## config.mk

```make
export PLATFORM = sky130hd
export DESIGN_NAME = shbit_unit
export DESIGN_NICKNAME = d
export VERILOG_FILES = /design/src/rtl/shbit_pkg.sv /design/src/rtl/shbit_shifter.sv /design/src/rtl/shbit_bitops.sv /design/src/rtl/shbit_unit.sv
export SDC_FILE = /design/constraint.sdc
export NUM_CORES = 1
export LEC_CHECK = 0
export CAP_MARGIN = 30
export CORE_UTILIZATION = 29
export DETAILED_ROUTE_END_ITERATION = 7
export PLACE_DENSITY_LB_ADDON = 0.05
export SLEW_MARGIN = 20
export SYNTH_ARGS = -nofsm -noshare
export SYNTH_HDL_FRONTEND = slang
export SYNTH_HIERARCHICAL = 1
export SYNTH_SLANG_ARGS = --single-unit
```

## constraint.sdc

```tcl
create_clock -name clk -period 1.95 [get_ports clk]
set_input_delay 0.2925 -clock clk [delete_from_list [all_inputs] [get_ports clk]]
set_output_delay 0.2925 -clock clk [all_outputs]
set_load 0.005 [all_outputs]
```

## src/rtl/shbit_pkg.sv

```systemverilog
package shbit_pkg;

  localparam int STAT_W = 8;

  // Status byte positions; the flag logic depends on this order
  localparam int FL_C = 0;
  localparam int FL_Z = 1;
  localparam int FL_N = 2;
  localparam int FL_V = 3;
  localparam int FL_S = 4;
  localparam int FL_H = 5;
  localparam int FL_T = 6;
  localparam int FL_I = 7;

  typedef enum logic [3:0] {
    OP_SHL  = 4'd0,
    OP_SHR  = 4'd1,
    OP_ROL  = 4'd2,
    OP_ROR  = 4'd3,
    OP_ASR  = 4'd4,
    OP_SWAP = 4'd5,
    OP_BST  = 4'd6,
    OP_BLD  = 4'd7,
    OP_FSET = 4'd8,
    OP_FCLR = 4'd9
  } shbit_op_e;

  function automatic logic is_shift_op(input logic [3:0] code);
    return code <= 4'd4;
  endfunction

endpackage

```

## src/rtl/shbit_shifter.sv

```systemverilog
module shbit_shifter
  import shbit_pkg::*;
#(
  parameter int W = 8
) (
  input  logic [3:0]        op,
  input  logic [W-1:0]      operand,
  input  logic [STAT_W-1:0] status_in,
  output logic              hit,
  output logic [W-1:0]      res,
  output logic [STAT_W-1:0] st
);
  localparam int HALF = W / 2;

  logic c_new;
  logic h_upd;
  logic n_new;
  logic v_new;

  always_comb begin
    hit   = 1'b1;
    res   = operand;
    c_new = 1'b0;
    h_upd = 1'b0;
    case (shbit_op_e'(op))
      OP_SHL: begin
        res   = {operand[W-2:0], 1'b0};
        c_new = operand[W-1];
        h_upd = 1'b1;
      end
      OP_SHR: begin
        res   = {1'b0, operand[W-1:1]};
        c_new = operand[0];
      end
      OP_ROL: begin
        res   = {operand[W-2:0], status_in[FL_C]};
        c_new = operand[W-1];
        h_upd = 1'b1;
      end
      OP_ROR: begin
        res   = {status_in[FL_C], operand[W-1:1]};
        c_new = operand[0];
      end
      OP_ASR: begin
        res   = {operand[W-1], operand[W-1:1]};
        c_new = operand[0];
      end
      default: hit = 1'b0;
    endcase

    n_new = res[W-1];
    v_new = n_new ^ c_new;
    st    = status_in;
    if (hit) begin
      st[FL_C] = c_new;
      st[FL_Z] = (res == '0);
      st[FL_N] = n_new;
      st[FL_V] = v_new;
      st[FL_S] = n_new ^ v_new;
      if (h_upd) st[FL_H] = operand[HALF-1];
    end
  end

endmodule

```

## src/rtl/shbit_bitops.sv

```systemverilog
module shbit_bitops
  import shbit_pkg::*;
#(
  parameter int W     = 8,
  parameter int IDX_W = $clog2(W)
) (
  input  logic [3:0]        op,
  input  logic [W-1:0]      operand,
  input  logic [IDX_W-1:0]  bit_idx,
  input  logic [STAT_W-1:0] status_in,
  output logic [W-1:0]      res,
  output logic [STAT_W-1:0] st
);
  localparam int HALF = W / 2;

  logic [2:0] flag_sel;
  assign flag_sel = 3'(bit_idx);

  always_comb begin
    res = operand;
    st  = status_in;
    case (shbit_op_e'(op))
      OP_SWAP: res = {operand[HALF-1:0], operand[W-1:HALF]};
      OP_BST:  st[FL_T] = operand[bit_idx];
      OP_BLD:  res[bit_idx] = status_in[FL_T];
      OP_FSET: st[flag_sel] = 1'b1;
      OP_FCLR: st[flag_sel] = 1'b0;
      default: ;
    endcase
  end

endmodule

```

## src/rtl/shbit_unit.sv

```systemverilog
module shbit_unit
  import shbit_pkg::*;
#(
  parameter int W     = 8,
  parameter int IDX_W = $clog2(W)
) (
  input  logic              clk,
  input  logic              rst,
  input  logic              in_valid,
  input  logic [3:0]        op,
  input  logic [W-1:0]      operand,
  input  logic [IDX_W-1:0]  bit_idx,
  input  logic [STAT_W-1:0] status_in,
  output logic              out_valid,
  output logic [W-1:0]      result,
  output logic [STAT_W-1:0] status_out
);

  logic              sh_hit;
  logic [W-1:0]      sh_res;
  logic [STAT_W-1:0] sh_st;
  logic [W-1:0]      bo_res;
  logic [STAT_W-1:0] bo_st;

  shbit_shifter #(.W(W)) u_shift (
    .op        (op),
    .operand   (operand),
    .status_in (status_in),
    .hit       (sh_hit),
    .res       (sh_res),
    .st        (sh_st)
  );

  shbit_bitops #(.W(W), .IDX_W(IDX_W)) u_bits (
    .op        (op),
    .operand   (operand),
    .bit_idx   (bit_idx),
    .status_in (status_in),
    .res       (bo_res),
    .st        (bo_st)
  );

  always_ff @(posedge clk) begin
    if (rst) begin
      out_valid  <= 1'b0;
      result     <= '0;
      status_out <= '0;
    end else begin
      out_valid <= in_valid;
      if (in_valid) begin
        result     <= sh_hit ? sh_res : bo_res;
        status_out <= sh_hit ? sh_st : bo_st;
      end
    end
  end

  AST_RESET_CLEAR: assert property (@(posedge clk)
    rst |=> (!out_valid && result == '0 && status_out == '0));

  AST_IDLE_HOLD: assert property (@(posedge clk) disable iff (rst)
    !in_valid |=> (!out_valid && $stable(result) && $stable(status_out)));

  AST_SHL_FILL: assert property (@(posedge clk) disable iff (rst)
    (in_valid && op == OP_SHL) |=> (result[0] == 1'b0 && status_out[FL_C] == $past(operand[W-1])));

  AST_SHR_FILL: assert property (@(posedge clk) disable iff (rst)
    (in_valid && op == OP_SHR) |=> (result[W-1] == 1'b0 && status_out[FL_C] == $past(operand[0])));

  AST_ROL_CARRY: assert property (@(posedge clk) disable iff (rst)
    (in_valid && op == OP_ROL) |=> (result[0] == $past(status_in[FL_C])));

  AST_ASR_SIGN: assert property (@(posedge clk) disable iff (rst)
    (in_valid && op == OP_ASR) |=> (result[W-1] == $past(operand[W-1])));

  AST_SWAP_FLAGS: assert property (@(posedge clk) disable iff (rst)
    (in_valid && op == OP_SWAP) |=> (status_out == $past(status_in)));

  AST_SHIFT_VFLAG: assert property (@(posedge clk) disable iff (rst)
    (in_valid && is_shift_op(op)) |=>
      (status_out[FL_V] == (status_out[FL_N] ^ status_out[FL_C]) &&
       status_out[FL_N] == result[W-1] &&
       status_out[FL_I:FL_T] == $past(status_in[FL_I:FL_T])));

  AST_BLD_FLAGS: assert property (@(posedge clk) disable iff (rst)
    (in_valid && op == OP_BLD) |=> (status_out == $past(status_in)));

  AST_FSET_BIT: assert property (@(posedge clk) disable iff (rst)
    (in_valid && op == OP_FSET) |=> (result == $past(operand) &&
      $countones(status_out ^ $past(status_in)) <= 1));

  AST_SPARE_PASS: assert property (@(posedge clk) disable iff (rst)
    (in_valid && op >= 4'd10) |=> (result == $past(operand) && status_out == $past(status_in)));

endmodule

```

==> summary.txt <==
status: complete, no violations
Setup Skew: 0 ns
Place WS: -0.399 ns
Chip Width: 79.5 µm
Worst setup EP type: register
CTS tree: yes
Crit Reg-Reg Startpoint: status_out[6]
CP Class: input pin to register
die area: 6320 µm²
Max H-tree Level: 1
Cells after Synth: 228
CP arrival: 1.98 ns
end of the worst hold path: status_out[1]
ranking of synthesized cells by area: dfxtp_1 (20%), mux2i_1 (9.8%), a211oi_1 (6.9%)
final period utilization: 96.3%
# fillers: 612
Post-DRT Antenna Nets: 0
Main synth FF type: dfxtp_1
final net count: 329
placed wire-length estimate: 4390 µm
area occupied by registers: 340 µm²
total CTS buffers: 3
area occupied by multi-input gates: 1270 µm²
Die Ht: 79.5 µm
slack of the critical path: 0.0729 ns
hold wc startpoint: status_out[1]
worst r2r dst: status_out[6]
port buffer count: 42
Min-Delay Path Class: register to register
Placer Congestion: 0.920
Post-Syn Nets: 254
Layout area overhead: 48.6%
worst-path fanout max: 5
Routed WL per cell: 15.3 µm
ANT cells: 0
r2r setup slk: 1.24 ns
Distinct cells, synth: 48
pwr dens: 443 nW/µm²
CTS clk-pin slew, worst paths: 0.06 ns
core area: 5640 µm²
crit path launch type: input pin
Max Clk Rate: 533 MHz
top-count cell post-synth: nor2_1
largest net degree at the start of global routing: 34
# IOs: 43
DRT iter0 DRCs: 169
antenna violations before repair: 0
DR vias/cell: 5.19
LEAKAGE: 1.07 nW
register area share after synthesis: 19.5%
Mapped Avg Cell Area: 7.64 µm²
global route total overflow: 0
synthesized cell area: 1740 µm²
number of global-route vias before repair: 1797
Synth async-reset ratio: 0%
peak supply drop: 0.228 mV
maxcap violations: 0
top post-synthesis cells by count: nor2_1 (30), dfxtp_1 (17), mux2i_1 (17), o22ai_1 (17), a211oi_1 (16)
Worst Path Required: 2.05 ns
Yosys warning count: 6
minimum clock period: 1.88 ns
worst slew pin tran: 0.641 ns
post-synth top area cell: dfxtp_1
DRT Pass-1 Iters: 4
unrepaired setup endpoints after global routing: false
CTS Hold Bufs: 0
relative slew slack: 57.1%
r2r worst-path depth: 2
max-slew violation count: 0
Yosys top cell area share: 19.5%
Total GRT Usage: 17.9%
CTS sink cnt: 17
total wire length: 5720 µm
via count: 1942
Fin. Hold Viols: 0
global-route wire length before repair: 9070 µm
final setup fails: 0
clock insertion delay at the later pin of the skew report: 0.24 ns
DRC viols: 0
overall power: 1.15 mW
maximum root-to-sink buffer count: 2
Site Rows: 27
CTS Root Cell: clkbuf_8
Post-synth EDFFs: 0
initial core utilization: 30.9%
Synth Register Bits: 17
hold path depth: 2
fraction of layout cells with a size suffix above 1: 26.5%
==> cells in the final DEF, fill, tap and decap left out, drive strengths merged, types with 2 or more instances in the layout <==
cell	n
o21ai	11
nor2b	3
buf	50
nand3b	3
inv	9
o31ai	7
or2b	2
and3	2
mux2	3
or2	2
or3	2
nor2	30
a32o	2
a222oi	3
clkdlybuf4s50	36
dfxtp	17
o22ai	18
nor3	3
a211oi	16
a21oi	16
dlymetal6s2s	5
mux2i	17
nand3	3
clkbuf	5
nand2b	6
nand2	14
==> cell type report <==
| type | count | area share [%] |
|---|---|---|
| timing repair buffer | 92 | 31.3 |
| tap | 72 | 3.48 |
| inverter | 9 | 1.30 |
| sequential | 17 | 13.1 |
| clock buffer | 4 | 1.74 |
| multi-input combinational | 180 | 49.0 |
==> worst max-delay path by stage <==
stage	from	endpoint	slack, ns
after global routing	bit_idx[2]	status_out[6]	0.002
after floorplan	op[3]	status_out[3]	0.37
after CTS	op[0]	status_out[1]	-0.02
after detailed placement	op[2]	status_out[6]	-0.40
final	operand[6]	status_out[1]	0.07
after global placement	op[2]	status_out[3]	-0.38
==> stage by stage <==
step | std cells | cell area [µm²] | hold slack [ns] | setup TNS (ns) | util [%]
finish | 374 | 2590 | 0.484 | 0 | 45.9
CTS | 371 | 2510 | 0.486 | -0.0223 | 44.5
floorplan | 228 | 1740 | 0.478 | 0 | -
detailed placement | 367 | 2450 | 0.477 | -4.89 | 43.5
global route | 374 | 2590 | 0.508 | 0 | 45.9
global placement | 367 | 2450 | 0.476 | -4.50 | 43.5
==> timing repair <==
item	in CTS	in global routing
cloned	0	2
setup buffers	0	1
gates resized for setup	3	23
endpoints found under the setup margin	16	16
pin swaps	1	4
==> critical path, stage by stage <==
cell             delay [ns]
clkdlybuf4s50_1        0.60
nand2b_2               0.11
a41oi_4                0.23
buf_4                  0.16
nor3_2                 0.05
a32o_1                 0.25
mux2i_1                0.19
a211oi_1               0.10
==> report_power, final <==
| group | total, mW | switching (mW) | internal (mW) |
|---|---|---|---|
| registers | 0.388 | 0.0133 | 0.375 |
| logic | 0.509 | 0.239 | 0.270 |
| clock network | 0.250 | 0.106 | 0.144 |
==> flip-flops by register name (all words and copies together) (netlist names) <==
name	cells
result	8
out_valid	1
status_out	8
==> metal layers <==
metal,share of wire (%),track usage [%],vias up
li1,-,-,1007
met1,49,26.4,872
met2,46,28.5,59
met3,4.2,0.914,4
met4,0.59,3.82,0
met5,0,0,-
==> cell families (layout without fill, tap and decap cells) <==
| logic type | count (synthesis) | after routing | share of synthesized area [%] |
|---|---|---|---|
| AOI/OAI and AO/OA | 85 | 85 | 35.2 |
| DFF | 17 | 17 | 19.5 |
| and+or+nand+nor | 74 | 74 | 21.3 |
| muxes | 21 | 21 | 13.2 |
| buffers and inverters | 31 | 105 | 10.7 |
No activity file was read; power rests on OpenSTA's default activity.
